File: config.mk
export PLATFORM = sky130hd
export DESIGN_NAME = hr16_core
export DESIGN_NICKNAME = d
export VERILOG_FILES = /design/src/rtl/hr16_pkg.sv /design/src/rtl/hr16_ctrl.sv /design/src/rtl/hr16_dpath.sv /design/src/rtl/hr16_core.sv
export SDC_FILE = /design/constraint.sdc
export NUM_CORES = 1
export LEC_CHECK = 0
export BUFFER_PORTS_ARGS = -buffer_cell sky130_fd_sc_hd__buf_2
export CORE_MARGIN = 4
export CORE_UTILIZATION = 52
export CTS_CLUSTER_DIAMETER = 60
export DETAILED_ROUTE_END_ITERATION = 8
export PLACE_DENSITY = 0.79
export RECOVER_POWER = 100
export SETUP_SLACK_MARGIN = 0.2
export SYNTH_ARGS = -nofsm -noshare
export SYNTH_HDL_FRONTEND = slang
export SYNTH_HIERARCHICAL = 1
export SYNTH_SLANG_ARGS = --single-unit
export TNS_END_PERCENT = 30
File: constraint.sdc
create_clock -name clk -period 9.45 [get_ports clk]
set_clock_uncertainty 0.15 [all_clocks]
set_input_delay 0.4725 -clock clk [delete_from_list [all_inputs] [get_ports clk]]
set_output_delay 0.4725 -clock clk [all_outputs]
set_load 0.05 [all_outputs]
File: src/rtl/hr16_pkg.sv
package hr16_pkg;
  localparam int XW      = 16;
  localparam int NREG    = 16;
  localparam int RW      = $clog2(NREG);
  localparam int SHW     = $clog2(XW);
  localparam int IMMW    = 4;
  localparam int ZERO_IDX = 0;
  localparam int PC_IDX  = NREG - 1;

  localparam logic [3:0] OP_LDI = 4'd11;
  localparam logic [3:0] OP_LD  = 4'd12;
  localparam logic [3:0] OP_ST  = 4'd13;
  localparam logic [3:0] OP_LDA = 4'd14;
  localparam logic [3:0] OP_SYS = 4'd15;
  localparam logic [3:0] SYS_STA  = 4'd0;
  localparam logic [3:0] SYS_PRED = 4'd1;

  typedef enum logic [2:0] {
    ALU_ADD, ALU_SUB, ALU_SHL, ALU_SHR, ALU_AND, ALU_OR, ALU_XOR
  } alu_op_e;

  typedef enum logic [1:0] { WB_ALU, WB_IMM, WB_MEM, WB_ADDR } wb_sel_e;

  typedef struct packed {
    logic z, n, c, v;
  } flags_t;

  typedef struct packed {
    logic            pcInc;
    logic            regWe;
    logic [RW-1:0]   wrIdx;
    wb_sel_e         wbSel;
    logic            flagWe;
    alu_op_e         aluOp;
    logic            useImm;
    logic [RW-1:0]   aIdx;
    logic [RW-1:0]   bIdx;
    logic [IMMW-1:0] imm4;
    logic [XW-1:0]   imm16;
    logic            absAddr;
    logic            memRe;
    logic            memWe;
  } strobes_t;

  function automatic logic condHolds(input logic [3:0] cc, input flags_t f);
    case (cc)
      4'd0:  return f.z;
      4'd1:  return !f.z;
      4'd2:  return f.c;
      4'd3:  return !f.c;
      4'd4:  return f.n;
      4'd5:  return !f.n;
      4'd6:  return f.v;
      4'd7:  return !f.v;
      4'd8:  return f.c && !f.z;
      4'd9:  return !f.c || f.z;
      4'd10: return f.n == f.v;
      4'd11: return f.n != f.v;
      4'd12: return !f.z && (f.n == f.v);
      4'd13: return f.z || (f.n != f.v);
      4'd14: return 1'b1;
      default: return 1'b0;
    endcase
  endfunction

  function automatic logic twoWord(input logic [XW-1:0] w);
    return (w[15:12] == OP_LDI) || (w[15:12] == OP_LDA) ||
           (w[15:12] == OP_SYS && w[7:4] == SYS_STA);
  endfunction
endpackage

File: src/rtl/hr16_ctrl.sv
module hr16_ctrl
  import hr16_pkg::*;
(
  input  logic          clk,
  input  logic          rstN,
  input  logic [XW-1:0] imemData,
  input  flags_t        flags,
  output strobes_t      st
);
  typedef enum logic [2:0] { S_FETCH, S_DECODE, S_IMM, S_EXEC, S_LOADWB } state_e;

  state_e        state;
  logic [XW-1:0] ir, immReg;
  logic          pend;
  logic [3:0]    pendCc;

  logic [3:0] op;
  logic       predOk, isPred, isLoad;
  assign op     = ir[15:12];
  assign predOk = !pend || condHolds(pendCc, flags);
  assign isPred = (op == OP_SYS) && (ir[7:4] == SYS_PRED);
  assign isLoad = (op == OP_LD) || (op == OP_LDA);

  always_comb begin
    st        = '0;
    st.aIdx   = ir[7:4];
    st.bIdx   = ir[3:0];
    st.imm4   = ir[3:0];
    st.imm16  = immReg;
    st.wrIdx  = ir[11:8];
    st.aluOp  = alu_op_e'({op[3], op[1:0]});
    st.useImm = !op[3] && op[2];
    st.wbSel  = WB_ALU;
    case (state)
      S_FETCH:  st.pcInc = 1'b1;
      S_DECODE: st.pcInc = twoWord(imemData);
      S_EXEC: if (predOk) begin
        if (op <= 4'd10) begin
          st.regWe  = 1'b1;
          st.flagWe = 1'b1;
        end else begin
          case (op)
            OP_LDI: begin st.regWe = 1'b1; st.wbSel = WB_IMM; end
            OP_LD:  begin
              st.memRe = 1'b1; st.regWe = 1'b1;
              st.wbSel = WB_ADDR; st.wrIdx = ir[7:4];
            end
            OP_ST:  begin
              st.memWe = 1'b1; st.bIdx = ir[11:8]; st.regWe = 1'b1;
              st.wbSel = WB_ADDR; st.wrIdx = ir[7:4];
            end
            OP_LDA: begin st.memRe = 1'b1; st.absAddr = 1'b1; end
            OP_SYS: if (ir[7:4] == SYS_STA) begin
              st.memWe = 1'b1; st.absAddr = 1'b1; st.bIdx = ir[11:8];
            end
            default: ;
          endcase
        end
      end
      S_LOADWB: begin st.regWe = 1'b1; st.wbSel = WB_MEM; end
      default: ;
    endcase
  end

  always_ff @(posedge clk or negedge rstN) begin
    if (!rstN) begin
      state  <= S_FETCH;
      ir     <= '0;
      immReg <= '0;
      pend   <= 1'b0;
      pendCc <= '0;
    end else begin
      case (state)
        S_FETCH:  state <= S_DECODE;
        S_DECODE: begin
          ir    <= imemData;
          state <= twoWord(imemData) ? S_IMM : S_EXEC;
        end
        S_IMM: begin
          immReg <= imemData;
          state  <= S_EXEC;
        end
        S_EXEC: begin
          pend   <= predOk && isPred;
          pendCc <= ir[3:0];
          state  <= (predOk && isLoad) ? S_LOADWB : S_FETCH;
        end
        default: state <= S_FETCH;
      endcase
    end
  end

  // a squashed instruction leaves every write strobe low
  a_r11_squash_quiet: assert property (@(posedge clk) disable iff (!rstN)
    (state == S_EXEC && !predOk) |-> !(st.regWe || st.flagWe || st.memWe || st.memRe));
  // one memory strobe at a time
  a_r12_mem_excl: assert property (@(posedge clk) disable iff (!rstN)
    !(st.memRe && st.memWe));
  // the second word is captured only right after decode
  a_r8_imm_after_decode: assert property (@(posedge clk) disable iff (!rstN)
    (state == S_IMM) |-> ($past(state) == S_DECODE));
  // a load write-back always follows a read strobe
  a_r9_wb_after_read: assert property (@(posedge clk) disable iff (!rstN)
    (state == S_LOADWB) |-> $past(st.memRe));
endmodule

File: src/rtl/hr16_dpath.sv
module hr16_dpath
  import hr16_pkg::*;
(
  input  logic          clk,
  input  logic          rstN,
  input  strobes_t      st,
  input  logic [XW-1:0] dmemRdData,
  output logic [XW-1:0] imemAddr,
  output logic [XW-1:0] dmemAddr,
  output logic [XW-1:0] dmemWrData,
  output flags_t        flags
);
  localparam int MSB = XW - 1;

  logic [XW-1:0] regs [NREG];
  logic [XW-1:0] opA, regB, opB, res, addrNext, wbData;
  logic [SHW-1:0] amt;
  logic [XW:0]     sum;
  logic [2*XW-1:0] shl, shr;
  logic cOut, vOut;

  assign opA  = (st.aIdx == RW'(ZERO_IDX)) ? '0 : regs[st.aIdx];
  assign regB = (st.bIdx == RW'(ZERO_IDX)) ? '0 : regs[st.bIdx];
  assign opB  = st.useImm ? XW'(st.imm4) : regB;
  assign amt  = opB[SHW-1:0];
  assign addrNext = opA + {{(XW-IMMW){st.imm4[IMMW-1]}}, st.imm4};

  always_comb begin
    res  = '0;
    cOut = 1'b0;
    vOut = 1'b0;
    sum  = '0;
    shl  = '0;
    shr  = '0;
    case (st.aluOp)
      ALU_ADD: begin
        sum  = {1'b0, opA} + {1'b0, opB};
        res  = sum[XW-1:0];
        cOut = sum[XW];
        vOut = (opA[MSB] == opB[MSB]) && (res[MSB] != opA[MSB]);
      end
      ALU_SUB: begin
        res  = opA - opB;
        cOut = (opA >= opB);
        vOut = (opA[MSB] != opB[MSB]) && (res[MSB] != opA[MSB]);
      end
      ALU_SHL: begin
        shl  = {{XW{1'b0}}, opA} << amt;
        res  = shl[XW-1:0];
        cOut = shl[XW];
      end
      ALU_SHR: begin
        shr  = {opA, {XW{1'b0}}} >> amt;
        res  = shr[2*XW-1:XW];
        cOut = shr[XW-1];
      end
      ALU_AND: res = opA & opB;
      ALU_OR:  res = opA | opB;
      ALU_XOR: res = opA ^ opB;
      default: res = '0;
    endcase
  end

  always_comb begin
    case (st.wbSel)
      WB_IMM:  wbData = st.imm16;
      WB_MEM:  wbData = dmemRdData;
      WB_ADDR: wbData = addrNext;
      default: wbData = res;
    endcase
  end

  assign imemAddr   = regs[PC_IDX];
  assign dmemAddr   = st.absAddr ? st.imm16 : opA;
  assign dmemWrData = regB;

  always_ff @(posedge clk or negedge rstN) begin
    if (!rstN) begin
      for (int i = 0; i < NREG; i++) regs[i] <= '0;
      flags <= '0;
    end else begin
      if (st.pcInc)
        regs[PC_IDX] <= regs[PC_IDX] + 1'b1;
      else if (st.regWe && st.wrIdx != RW'(ZERO_IDX))
        regs[st.wrIdx] <= wbData;
      if (st.flagWe)
        flags <= '{z: (res == '0), n: res[MSB], c: cOut, v: vOut};
    end
  end

  // the zero entry never holds anything else
  a_r2_zero_reg: assert property (@(posedge clk) disable iff (!rstN)
    regs[ZERO_IDX] == '0);
  // a fetch step moves the program counter by exactly one word
  a_r3_pc_step: assert property (@(posedge clk) disable iff (!rstN)
    st.pcInc |=> (regs[PC_IDX] == $past(regs[PC_IDX]) + 1'b1));
  // flags only move when the control asks for it
  a_r7_flags_hold: assert property (@(posedge clk) disable iff (!rstN)
    !st.flagWe |=> $stable(flags));
endmodule

File: src/rtl/hr16_core.sv
module hr16_core
  import hr16_pkg::*;
(
  input  logic          clk,
  input  logic          rstN,
  output logic [XW-1:0] imemAddr,
  input  logic [XW-1:0] imemData,
  output logic [XW-1:0] dmemAddr,
  output logic [XW-1:0] dmemWrData,
  output logic          dmemWe,
  output logic          dmemRe,
  input  logic [XW-1:0] dmemRdData
);
  strobes_t st;
  flags_t   flags;

  hr16_ctrl uCtrl (
    .clk(clk), .rstN(rstN), .imemData(imemData), .flags(flags), .st(st)
  );

  hr16_dpath uDpath (
    .clk(clk), .rstN(rstN), .st(st), .dmemRdData(dmemRdData),
    .imemAddr(imemAddr), .dmemAddr(dmemAddr), .dmemWrData(dmemWrData),
    .flags(flags)
  );

  assign dmemWe = st.memWe;
  assign dmemRe = st.memRe;

  // no memory strobe can leak out while reset is held
  a_r1_reset_quiet: assert property (@(negedge clk) !rstN |-> !(dmemWe || dmemRe));
endmodule

======== Word level (Yosys, flattened, before mapping) ========
Cells that the tools add are included.
W data, S select, Z words.
word-level totals
  register bits after elaboration ......... 300
  input bits .............................. 34
  output and inout port bits .............. 50
operators by class
  $add $sub $neg .......................... 4
  magnitude comparators ................... 6
  equality and inequality tests ........... 42
  shift operators ......................... 2
  muxes and demuxes ....................... 47
  bitwise operators ....................... 7
  reductions and logical operators ........ 36
operators by type and width
  cell                     number
  $bwmux W256              1
  $mux W16                 11
  $bmux W16 S4             2
  $pmux W16 S7             1
  $demux W16 S4            1
  $eq A4 B4 Y1 const B     15
  $pmux W16 S3             1
  $shr A32 B4 Y32          1
  $mux W4                  6
  $add A16 B16 Y17         1
  $shl A16 B4 Y17          1
  $add A16 B1 Y16 const B  1
  $add A16 B16 Y16         1
  $and A16 B16 Y16         1
  $eq A4 B3 Y1 const B     4
  $ge A16 B16 Y1           1
  $logic_not A16 Y1        1
  $logic_not A4 Y1         4
  $or A16 B16 Y16          1
  $sub A16 B16 Y16         1
  $xor A16 B16 Y16         1
  $ge A5 B5 Y1 const B     3
  $not A4 Y5               3
  $pmux W1 S15             1
  other kinds (30)         80

======== Logic depth before layout (Yosys ltp) ========
  word-level depth ........................ 18
  depth in mapped cells ................... 32
  mapped depth without buffers ............ 25

======== Hierarchy ========
Netlist, hierarchy kept.
by module, submodules not included
  module      instances  cells each  area each (µm²)  seq. area each (µm²)
  hr16_dpath  1          1999        19406.1          6506.2
  hr16_ctrl   1          175         2062.0           1001.0

======== Worst setup path after synthesis ========
Ideal clock, no wire load.
  path kind ............................... reg-to-reg
  from .................................... register uCtrl.pendCc[2]
  to ...................................... register uDpath/regs[111] (netlist name)
  setup time .............................. 0.125 ns
  data arrival time ....................... 8.978 ns
  slack ................................... 0.197 ns
  cell stages (with the launch flop) ...... 30
  clock period less this slack ............ 9.253 ns
  cell sequence ........................... dfrtp_1 -> buf_2 -> or4_1 -> a31oi_2 -> nor4_4 -> nor3_2 -> mux2_2 -> buf_4 -> buf_4 -> buf_1 -> buf_1 -> clkbuf_1 -> mux2i_1 -> o221ai_1 -> a21oi_1 -> nor3_1 -> nand2b_1 -> ha_1 -> clkbuf_1 -> nand4_1 -> o211ai_1 -> o221ai_1 -> a21o_1 -> a2111oi_2 -> nor3_1 -> o21a_1 -> or3_1 -> mux4_2 -> buf_6 -> mux2_2
RTL lines
  element                        RTL line          source
  start, declared                hr16_ctrl.sv:15   logic [3:0] pendCc;
  start signal, assigned         hr16_ctrl.sv:85   pendCc <= ir[3:0];
  end signal, assigned by index  hr16_dpath.sv:83  regs[PC_IDX] <= regs[PC_IDX] + 1'b1;
  end signal, assigned by index  hr16_dpath.sv:85  regs[st.wrIdx] <= wbData;
  end, declared                  hr16_dpath.sv:15  logic [XW-1:0] regs [NREG];

======== Final worst setup path ========
  from .................................... register uCtrl.ir[6]
  to ...................................... register uDpath.regs, in the netlist uDpath/imemAddr[13]
on the way
  cells in the longest elaborated chain, start to end .. 18
  elaborated cells on any way between the ends .. 44
RTL lines
  element                                      RTL line                           source
  start, declared                              hr16_ctrl.sv:13                    logic [XW-1:0] ir, immReg;
  start signal, assigned                       hr16_ctrl.sv:76                    ir <= imemData;
  $logic_not A4 Y1                             hr16_ctrl.sv:53, hr16_dpath.sv:22
  $mux W4                                      hr16_ctrl.sv:53                    OP_SYS: if (ir[7:4] == SYS_STA) begin
  $pmux W4 S2                                  hr16_ctrl.sv:42                    case (op)
  $mux W4                                      hr16_ctrl.sv:38                    if (op <= 4'd10) begin
  $mux W4                                      hr16_ctrl.sv:37                    S_EXEC: if (predOk) begin
  $mux W4                                      hr16_ctrl.sv:34                    case (state)
  $not A4 Y5 (implied by the code)             hr16_dpath.sv:23                   assign regB = (st.bIdx == RW'(ZERO_IDX)) ? '0 : regs[st.bIdx];
  $bmux W16 S4                                 hr16_dpath.sv:23
  $mux W16 (implied by the code) (2 in a row)  hr16_dpath.sv:23
  $mux W16                                     hr16_dpath.sv:23
  $mux W16                                     hr16_dpath.sv:24                   assign opB = st.useImm ? XW'(st.imm4) : regB;
  $sub A16 B16 Y16 (tied with other cells)     hr16_dpath.sv:43                   res = opA - opB;
  $pmux W16 S7                                 hr16_dpath.sv:35                   case (st.aluOp)
  $pmux W16 S3                                 hr16_dpath.sv:65                   case (st.wbSel)
  $bwmux W256                                  hr16_dpath.sv:85
  $mux W16                                     hr16_dpath.sv:84                   else if (st.regWe && st.wrIdx != RW'(ZERO_IDX))
  $mux W16                                     hr16_dpath.sv:82                   if (st.pcInc)
Several ways; a longest one is shown, not always the timed one. The select of a mux whose other input is x is not followed.
A chain may end at the register's enable or synchronous reset.

==> run metrics <==
outcome=complete, but fails checks; failing checks=DRC, capacitance limit, slew limit; Hold EP=uCtrl/immReg[1]$_DFFE_PN0P_; Syn Inst Count=around 2200; HP Class=primary input to flip-flop; Nets=2250; Startpoint Class=flip-flop; TritonCTS clock tree=yes; # fillers=3455; Syn Nets=2276; number of flops mapped to enable cells by yosys=0; RSZ-0062 raised after global routing=no; Final HPWL DP=~54 mm; CP required=9.75 ns; via count=18890; Reg2Reg Depth=19; final worst path period share=0.9643; initial antenna violation count=6; share of layout cells above drive strength 1=0.1997; WL final=approximately 76 mm; Iter 0 DRT Violations=2579; Arr. time, crit path=9.41 ns; most frequent cell after synthesis=dfrtp_1; pin count of the biggest net entering global routing=170; type of the worst setup path=flip-flop to flip-flop; CP startpoint=uCtrl/ir[6]$_DFFE_PN0N_; post-route insts no fill=between 2000 and 3000; hold path cells=2; multi-input logic area=roughly 13000 um2; Synth Register Bits=300; yosys warns=6; Worst-Skew Late Latency=0.55 ns; hold slack=0.02812 ns; total gr overflow=0; core box area=a little over 40000 um2; Post-CTS Resized=0; Residual DRC=1; # diodes=0; area grow syn2layout=7.122%; ys flop type=dfrtp_1; area leader, netlist=dfrtp_1; row cnt=74; Initial Utilization=0.5258; Hold Startpoint=imemData[1]; DIE AREA=44600 um2; Syn Std Cell Area=~21000 um2; f_max=roughly 110 MHz; clk sink count=300; top cell type's share of synthesized area=0.3497; Routed wire per std cell=approximately 28 um; routability cong.=1.071; Slew Limit Fails=between 150 and 200; Reg2Reg Capture Point=uDpath/imemAddr[13]$_DFFE_PN0P_; worst r2r src=uCtrl/ir[6]$_DFFE_PN0N_; Setup violations, final=0; Vias/cell=around 7; htree depth=2; clk buf depth=3; root buffer cell=clkbuf_16; Clock Pin Slew Worst Setup and Hold Paths=approximately 0.06 ns; setup_tns=0 ns; vias in the first global route=between 15000 and 20000; Die Wd=211.2 um; Slew @ Worst Pin=7.126 ns; Avg Inst Size Synth=9.875 um2; Detail Route Antenna Nets=0; Final Worst Setup Slack=0.3373 ns; minimum clock period=9.113 ns; asr flop ratio synth=1.000; die height=~210 um; Inst Count DP=roughly 2600; maxcap violations=3; Worst setup EP type=flip-flop; most numerous cell types in the synthesized netlist=dfrtp_1, nand2_1, o21ai_0; Initial DRT Pass Iterations=9; top cells by area, synth=dfrtp_1, mux4_2, mux2_2; CP Max Fanout=34; final hold vios=0; r2r setup slk=about 0.34 ns; Unique masters post-synth=slightly below 100; Tot GR Track Use=0.3371; sequential cell area fraction in the yosys report=0.3497; first-pass GRT wire length=114.8 mm; Slew headroom=-3.751; Buffers on Ports=between 80 and 90; number of I/O pins=84; pre-CTS setup slack=a little under 1 ns; register area=roughly 7500 um2; cts bufs inserted=35
## what timing repair did
item                       CTS  global route
hold endpoints to repair   131             0
setup buffers                0             0
hold buffers                 1             0
setup endpoints to repair    0             0
## through the flow
stage,area (um2),util
2_1_floorplan,21470,-
3_3_place_gp,21960,0.5379
3_5_place_dp,21960,0.5379
4_1_cts,23140,0.5666
5_1_grt,23000,0.5632
6_report,23000,0.5632
## flip-flops by register name (all words and copies together), names as in the netlist
| signal | count |
|---|---|
| uDpath/regs | 240 |
| uCtrl/immReg | 16 |
| uCtrl/ir | 16 |
| uDpath/imemAddr | 16 |
| uCtrl/pendCc | 4 |
| uDpath/flags | 4 |
| uCtrl/state | 3 |
| uCtrl/pend | 1 |
## how the worst max path moves through the flow
stage                                                  to  slack [ns]  depth (start not counted)
after floorplan              uDpath/regs[111]$_DFFE_PN0P_        0.20                         29
after global routing         uDpath/regs[216]$_DFFE_PN0P_        0.24                         25
final                     uDpath/imemAddr[13]$_DFFE_PN0P_        0.34                         19
after detailed placement     uDpath/regs[127]$_DFFE_PN0P_        0.99                         22
after global placement        uDpath/regs[31]$_DFFE_PN0P_        1.18                         22
after CTS                     uDpath/regs[95]$_DFFE_PN0P_        0.95                         22
## critical path: stages (launching register included)
cell	delay, ns
dfrtp_2	0.38
buf_4	0.22
clkbuf_1	1.03
o31ai_1	1.72
clkbuf_1	0.70
o22a_1	0.60
inv_1	0.29
ha_1	0.62
nand2b_1	0.10
o311a_1	0.16
o211ai_1	0.42
o221ai_1	0.26
a21o_1	0.25
a21oi_1	0.19
xnor2_1	0.08
o311ai_0	0.91
o21a_1	0.23
a21oi_1	0.05
clkbuf_2	0.31
o211ai_1	0.29
## layer usage
| metal | wire [um] | part of all wire | global-route usage | vias to the layer above |
|---|---|---|---|---|
| li1 | - | - | - | 7956 |
| met1 | 28870 | 0.38 | 0.4434 | 9329 |
| met5 | 56 | 0.00073 | 0 | - |
| met4 | 5649 | 0.074 | 0.1981 | 8 |
| met3 | 7706 | 0.10 | 0.07768 | 348 |
| met2 | 34060 | 0.45 | 0.5142 | 1252 |
## cells by family (layout without fill, tap and decap cells)
kind of cell	count (synthesis)	after routing	synth area share
multiplexers	337	337	0.2385
flip-flops	300	300	0.3497
buffers and inverters	283	282	0.06452
XOR/XNOR	28	28	0.01142
AO/OA/AOI/OAI	567	567	0.1650
AND/OR/NAND/NOR	591	591	0.1301
adder cells (fa/ha/maj)	68	68	0.04068
## area by class of cell
type / instances / area share
clock buffer: 51 / 0.04418
sequential: 300 / 0.3267
clock inverter: 11 / 0.006366
inverter: 82 / 0.01349
timing repair buffer: 138 / 0.03286
multi-input combinational: 1591 / 0.5474
tap: 532 / 0.02894
## layout by cell type, fill, tap and decap left out, drive strengths merged, types with 12 or more instances in the layout
cell type  count
a211oi        21
a21o          14
a21oi        113
a22oi         12
a31oi         12
buf           87
clkbuf       101
dfrtp        300
ha            65
inv           80
mux2         125
mux2i         86
mux4         126
nand2        237
nand2b        22
nand3         66
nand4         12
nor2         113
nor2b         18
nor3          34
nor3b         12
nor4          14
o211ai        15
o21ai        230
o221ai        15
o22a          13
o22ai         37
o31ai         12
or2           18
xnor2         24
Power is left out: the tool's default activity adds up to more than one toggle a clock period on the data nets, which glitch-free logic cannot reach.
